### src/rtl/gpio_port_pkg.sv
package gpio_port_pkg;

    localparam logic [7:0] OFS_DIR_SET = 8'h00;
    localparam logic [7:0] OFS_DIR_CLR = 8'h04;
    localparam logic [7:0] OFS_OUT_LO  = 8'h08;
    localparam logic [7:0] OFS_OUT_HI  = 8'h0C;
    localparam logic [7:0] OFS_PIN     = 8'h10;

    typedef enum logic [2:0] {
        SEL_NONE,
        SEL_DIR_SET,
        SEL_DIR_CLR,
        SEL_OUT_LO,
        SEL_OUT_HI,
        SEL_PIN
    } reg_sel_e;

endpackage

### src/rtl/gpio_sync.sv
module gpio_sync #(
    parameter int W      = 32,
    parameter int STAGES = 2
) (
    input  logic         clk,
    input  logic         rst_n,
    input  logic [W-1:0] d,
    output logic [W-1:0] q
);
    logic [W-1:0] stg [STAGES];

    for (genvar g = 0; g < STAGES; g++) begin : g_stage
        if (g == 0) begin : g_first
            always_ff @(posedge clk or negedge rst_n) begin
                if (!rst_n) stg[g] <= '0;
                else        stg[g] <= d;
            end
        end else begin : g_next
            always_ff @(posedge clk or negedge rst_n) begin
                if (!rst_n) stg[g] <= '0;
                else        stg[g] <= stg[g-1];
            end
        end
    end

    assign q = stg[STAGES-1];
endmodule

### src/rtl/gpio_dir_reg.sv
module gpio_dir_reg #(
    parameter int W = 32
) (
    input  logic         clk,
    input  logic         rst_n,
    input  logic         set_en,
    input  logic         clr_en,
    input  logic [W-1:0] bits,
    output logic [W-1:0] dir
);
    always_ff @(posedge clk or negedge rst_n) begin
        if (!rst_n)      dir <= '0;
        else if (set_en) dir <= dir | bits;
        else if (clr_en) dir <= dir & ~bits;
    end
endmodule

### src/rtl/gpio_out_half.sv
module gpio_out_half #(
    parameter int HW = 16
) (
    input  logic          clk,
    input  logic          rst_n,
    input  logic          wr_en,
    input  logic [HW-1:0] mask,
    input  logic [HW-1:0] val,
    output logic [HW-1:0] q
);
    always_ff @(posedge clk or negedge rst_n) begin
        if (!rst_n)     q <= '0;
        else if (wr_en) q <= (q & ~mask) | (val & mask);
    end
endmodule

### src/rtl/gpio_port_regs.sv
module gpio_port_regs
    import gpio_port_pkg::*;
#(
    parameter int DATA_W      = 32,
    parameter int ADDR_W      = 8,
    parameter int SYNC_STAGES = 2
) (
    input  logic              clk,
    input  logic              rst_n,
    input  logic [ADDR_W-1:0] bus_addr,
    input  logic              bus_we,
    input  logic [DATA_W-1:0] bus_wdata,
    output logic [DATA_W-1:0] bus_rdata,
    input  logic [DATA_W-1:0] pin_in,
    output logic [DATA_W-1:0] pin_level,
    output logic [DATA_W-1:0] pad_oe,
    output logic [DATA_W-1:0] pad_out
);
    localparam int HALF_W = DATA_W / 2;

    reg_sel_e          sel;
    logic [DATA_W-1:0] dir;
    logic [HALF_W-1:0] out_q [2];

    // Address decode
    always_comb begin
        if      (bus_addr == ADDR_W'(OFS_DIR_SET)) sel = SEL_DIR_SET;
        else if (bus_addr == ADDR_W'(OFS_DIR_CLR)) sel = SEL_DIR_CLR;
        else if (bus_addr == ADDR_W'(OFS_OUT_LO))  sel = SEL_OUT_LO;
        else if (bus_addr == ADDR_W'(OFS_OUT_HI))  sel = SEL_OUT_HI;
        else if (bus_addr == ADDR_W'(OFS_PIN))     sel = SEL_PIN;
        else                                       sel = SEL_NONE;
    end

    gpio_sync #(.W(DATA_W), .STAGES(SYNC_STAGES)) u_sync (
        .clk   (clk),
        .rst_n (rst_n),
        .d     (pin_in),
        .q     (pin_level)
    );

    gpio_dir_reg #(.W(DATA_W)) u_dir (
        .clk    (clk),
        .rst_n  (rst_n),
        .set_en (bus_we && sel == SEL_DIR_SET),
        .clr_en (bus_we && sel == SEL_DIR_CLR),
        .bits   (bus_wdata),
        .dir    (dir)
    );

    for (genvar h = 0; h < 2; h++) begin : g_half
        gpio_out_half #(.HW(HALF_W)) u_half (
            .clk   (clk),
            .rst_n (rst_n),
            .wr_en (bus_we && sel == ((h == 0) ? SEL_OUT_LO : SEL_OUT_HI)),
            .mask  (bus_wdata[DATA_W-1:HALF_W]),
            .val   (bus_wdata[HALF_W-1:0]),
            .q     (out_q[h])
        );
    end

    assign pad_oe  = dir;
    assign pad_out = {out_q[1], out_q[0]};

    // Read mux
    always_comb begin
        unique case (sel)
            SEL_DIR_CLR: bus_rdata = dir;
            SEL_OUT_LO:  bus_rdata = {{(DATA_W-HALF_W){1'b0}}, out_q[0]};
            SEL_OUT_HI:  bus_rdata = {{(DATA_W-HALF_W){1'b0}}, out_q[1]};
            SEL_PIN:     bus_rdata = pin_level;
            default:     bus_rdata = '0;
        endcase
    end
endmodule

### config.mk
export PLATFORM = sky130hd
export DESIGN_NAME = gpio_port_regs
export DESIGN_NICKNAME = d
export VERILOG_FILES = /design/src/rtl/gpio_port_pkg.sv /design/src/rtl/gpio_sync.sv /design/src/rtl/gpio_dir_reg.sv /design/src/rtl/gpio_out_half.sv /design/src/rtl/gpio_port_regs.sv
export SDC_FILE = /design/constraint.sdc
export NUM_CORES = 1
export LEC_CHECK = 0
export BUFFER_PORTS_ARGS = -buffer_cell sky130_fd_sc_hd__clkbuf_2
export CAP_MARGIN = 20
export CORE_MARGIN = 5
export CORE_UTILIZATION = 54
export CTS_BUF_LIST = sky130_fd_sc_hd__clkbuf_4 sky130_fd_sc_hd__clkbuf_8
export CTS_CLUSTER_DIAMETER = 120
export CTS_CLUSTER_SIZE = 10
export DETAILED_ROUTE_END_ITERATION = 10
export HOLD_SLACK_MARGIN = 0.03
export PLACE_DENSITY_LB_ADDON = 0.15
export SETUP_SLACK_MARGIN = 0.02
export SYNTH_ARGS = -nofsm -noshare
export SYNTH_HDL_FRONTEND = slang
export SYNTH_HIERARCHICAL = 1
export SYNTH_SLANG_ARGS = --single-unit
### constraint.sdc
create_clock -name clk -period 4 [get_ports clk]
set_input_delay 0.4 -clock clk [delete_from_list [all_inputs] [get_ports clk]]
set_output_delay 0.4 -clock clk [all_outputs]
set_load 0.03 [all_outputs]
# Word level (Yosys, flattened, before mapping)
# Cells that the tools add are included.
totals:
  latchBits: 0
  rom_bits: 0
  ram_bits: 0
  mem_count: 0
  elab_cells: 37
  regBits: 128
classes:
  div: 0
  eq_ne: 9
  n_bitwise: 9
  shift: 0
  n_reduce_logical: 6
  mux: 8
  magnitude_cmp: 0
  add_sub_neg: 0
  multipliers: 0
op_table:
  columns: ["operator", "count"]
  rows:
  - ["$pmux W32 S4", 1]
  - ["$mux W32", 2]
  - ["$and A16 B16 Y16", 3]
  - ["$and A32 B32 Y32", 1]
  - ["$not A32 Y32", 1]
  - ["$or A16 B16 Y16", 2]
  - ["$or A32 B32 Y32", 1]
  - ["$eq A8 B4 Y1 const B", 2]
  - ["$not A16 Y16", 1]
  - ["$mux W3", 5]
  - ["$eq A8 B3 Y1 const B", 1]
  - ["$eq A8 B5 Y1 const B", 1]
  - ["$logic_not A8 Y1", 1]
  - ["$eq A3 B2 Y1 const B", 2]
  - ["$eq A3 B3 Y1 const B", 2]
  - ["$logic_and A1 B1 Y1", 4]
  - ["$eq A3 B1 Y1 const B", 1]
  - ["$reduce_bool A2 Y1", 1]

# Logic depth before layout (Yosys ltp)
depth:
  word_depth: 10
  mapped_depth: 9
  ltp_nobuf: 5

# Cells and area by module
# The synthesis kept the hierarchy.
modules_own_cells:
  columns: ["mod", "instances", "cells_each", "seq_area_each_um2", "area_per_inst_um2"]
  rows:
  - ["gpio_sync", 1, 96, 1601.5, 1841.8]
  - ["gpio_out_half", 2, 50, 400.4, 700.7]
  - ["gpio_dir_reg", 1, 102, 800.8, 1249.9]
  - ["gpio_port_regs", 1, 109, 0.0, 795.8]

# Worst setup path after synthesis
# Ideal clock, no wire load.
synth_timing:
  path_kind: "input to register"
  from: "input port bus_addr[1]"
  to: "register with a tool-made name"
  required_ps: 3879
  path_slack_ps: 1416
  n_path_buf: 3
  cell_stages: 8
  setup_ps: 121
  t_arrival_ps: 2463
  path_cell_list: "or4_4 -> or3_1 -> clkbuf_1 -> buf_2 -> nor3_1 -> buf_6 -> nand2_1 -> a22o_1"
synth_lines:
  columns: ["item", "line", "rtl"]
  rows:
  - ["from (decl)", "gpio_port_regs.sv:10", "input logic [ADDR_W-1:0] bus_addr,"]

# Worst setup path in the final report
layout_timing:
  from: "input port bus_addr[1]"
  to: "output port bus_rdata[11]"
layout_between:
  elab_chain_cells: 8
  elab_cells_between_ends: 15
  cone_classes: "eq/ne: 8; mux: 6; reduce/logical: 1"
layout_rtl:
  columns: ["item", "line", "rtl"]
  rows:
  - ["$eq A8 B5 Y1", "gpio_port_regs.sv:31", "else if (bus_addr == ADDR_W'(OFS_PIN)) sel = SEL_PIN;"]
  - ["$mux W3", "gpio_port_regs.sv:31", null]
  - ["$mux W3", "gpio_port_regs.sv:30", "else if (bus_addr == ADDR_W'(OFS_OUT_HI)) sel = SEL_OUT_HI;"]
  - ["$mux W3", "gpio_port_regs.sv:29", "else if (bus_addr == ADDR_W'(OFS_OUT_LO)) sel = SEL_OUT_LO;"]
  - ["$mux W3", "gpio_port_regs.sv:28", "else if (bus_addr == ADDR_W'(OFS_DIR_CLR)) sel = SEL_DIR_CLR;"]
  - ["$mux W3 *", "gpio_port_regs.sv:27", "if (bus_addr == ADDR_W'(OFS_DIR_SET)) sel = SEL_DIR_SET;"]
  - ["$eq A3 B3 Y1 or $eq A3 B2 Y1 (tied branches)", "gpio_port_regs.sv:67", "unique case (sel)"]
  - ["$pmux W32 S4 *", "gpio_port_regs.sv:67", null]
  - ["to (decl)", "gpio_port_regs.sv:13", "output logic [DATA_W-1:0] bus_rdata,"]
# Every way passes the cells marked *; elsewhere a longest branch is shown, timed or not.

==> results.yml <==
pwr:
  total_power_divided_by_cell_area_nw_per_um2: 444.2
  power_leakage_uw: 0.003325
  power.ir.vdd_worst_mv: 0.2606
clock_network:
  root_buffer: "clkbuf_8"
  cts.sinks: 128
  clk_pin_slew_ns: 0.07
  cts_hold_buf: 0
  clock_latency_ns: 0.43
  clockBufferDepth: 2
  h_tree_level_count: 4
  post_cts.repair.setup_buffers: 0
  clock_tree_from_tritoncts: "yes"
  cts_buffers: 17
  cts-resized-gates: 0
place:
  dp.final_hpwl_um: 9887
  routabilityCongestion: 0.7773
  port_buffers: 202
grt:
  largest_net_degree_at_the_start_of_global_routing: 81
  global_route_wire_length_before_repair_um: 21840
  globalRouteTotalUtil_pct: 24.93
  first_global_vias: 4011
  grt_antenna_before_repair: 0
  grt_remaining_overflow: 0
routing:
  drc_errors: 0
  viasPerCell: 5.322
  via_count: 3853
  finalWirelength_um: 14460
  dr.pass1.iters: 5
  route.detailed.wl_per_inst_um: 19.98
  first_iter_violations: 171
  antenna_viol_nets_final: 0
floorplan:
  rows: 36
  fp.dieW_um: 109.0
  die_h_um: 109.0
  initial_utilization_pct: 54.61
  top_level_ports: 203
  core_area_sq_um: 9684
  floorplan.die_area_sq_um: 11870
synthesis:
  synth_area_sq_um: 5289
  synth_seq_cells: 128
  synth_nets: 482
  synth_seq_area_share_pct: 60.56
  synth.yosys.warnings: 6
  synthesis.instances: 407
  synthDistinctLibCells: 24
  avgSynthCellArea_sq_um: 12.99
status:
  run_status: "complete, no violations"
layout:
  proportion_of_layout_cells_with_a_drive_suffix_above_1_pct: 49.07
  final_core_util_pct: 67.96
  area_delta_synth_final_pct: 24.44
  layout.cells.most_common_list: "clkbuf_2, dfrtp_1, nand2_1, a22o_1, a22oi_1"
  layout_commonest_cell: "clkbuf_2"
  nets: 653
  antenna_cells_inserted: 0
  fill_cells: 771
worst_setup_path:
  critical-path-top-delay-family: "simple AND/OR/NAND/NOR gates"
  required_ns: 3.60
  timing.critical_path.fanout_max: 18
  crit_slowest_cell: "or3_1"
  cp.arrival_ns: 2.63
  critical-path-max-stage-delay_ns: 0.72
  critPathKind: "primary input to output pin"
  path_common_cell: "clkbuf_2"
  critPathLaunchType: "primary input"
  cp_num_buf_inv: 3
  crit_end_element: "output pin"
  critical_path.cell_chain: "clkbuf_2 -> or4_4 -> or3_1 -> buf_4 -> o22ai_1 -> clkbuf_2"
sta:
  final_hold_violation_count: 0
  final_critical_path_required_period_ns: 3.035
  fin_setup_tns_ns: 0
  fmax_mhz: 329.5
  rsz0062_at_grt: "no"
  final.period_utilization_pct: 75.87
  max-slew-margin-rel_pct: 26.81
  setup_viol_count_final: 0
  worst_slew_pin_slew_ns: 1.098
  clock-skew-final_ns: 0.004338
  final-max-slew-violation-count: 0
  fin_hold_ws_ns: 0.07213
hold_path:
  min_path_type: "primary input to register"
run:
  maxCapViolations: 0
[cell usage after synthesis]
cell type  instances  area share [%]
nor2b_1            2            0.24
o22ai_2            8             1.9
nor2_1            16             1.1
nand2_1           67             4.8
nand2b_1           1            0.12
mux2i_1           16             3.0
o22ai_1            8            0.95
dfrtp_1          128              61
or4_4              1            0.21
nor2_4             2            0.43
mux2_4            20             5.7
buf_4             32             4.5
clkbuf_1           9            0.64
mux2_2            13             2.8
buf_1              1           0.071
or3_1              1            0.12
a22oi_1           31             4.4
or3_2              1            0.14
buf_2              6            0.57
or4b_1             1            0.19
buf_6              8             1.7
nor3_1             2            0.19
buf_12             1            0.38
a22o_1            32             5.3
[cell families (layout without fill, tap and decap cells)]
kind of cell / after synthesis / in the layout / share of synthesized area [%]
DFF: 128 / 128 / 60.56
buffers and inverters: 57 / 241 / 7.902
AOI/OAI and AO/OA: 79 / 79 / 12.54
and+or+nand+nor: 94 / 94 / 7.523
muxes: 49 / 49 / 11.47
[power by group]
part           total (uW)  switching (uW)  internal, uW
clock network        1250             493           759
registers            1390            37.5          1350
logic                 283             191          92.4
total                2920             721          2200
[worst paths after layout]
path | start | to | slack (ns) | depth (start not counted)
min in group asynchronous | rst_n | u_sync/q[20]$_DFF_PN0_ | 0.13 | 1
hold reg to reg | u_sync/stg[63]$_DFF_PN0_ | u_sync/q[31]$_DFF_PN0_ | 0.35 | 0
setup reg to reg | register | register | 3.18 | 1
max in group asynchronous | rst_n | async pin | 2.88 | 2
setup / recovery | bus_addr[1] | bus_rdata[11] | 0.97 | 6
hold / removal | pin_in[10] | u_sync/stg[42]$_DFF_PN0_ | 0.07 | 1
[layer usage]
layer,part of all wire [%],track usage (%)
met4,0.42,7.214
met1,42,31.85
met5,0,0
met3,8.3,8.348
met2,50,40.61
[through the flow]
step	power (uW)	worst slack [ns]	cells	area (sq um)
floorplan	1572	1.416	407	5289
CTS	2947	0.9705	724	6581
global placement	1690	0.8469	692	6123
detailed placement	1698	0.7832	692	6123
finish	2923	0.9651	724	6581
global route	3032	0.9007	724	6581
[final cells by class]
type,count,area [sq um],area share (%)
clock buffers,23,304.0,4.620
clock inverters,9,153.9,2.338
multi-input cells,222,1688,25.65
flip-flops and latches,128,3203,48.67
well taps,133,166.4,2.529
repair buffers,209,1066,16.20
No activity file was read; power rests on OpenSTA's default activity.
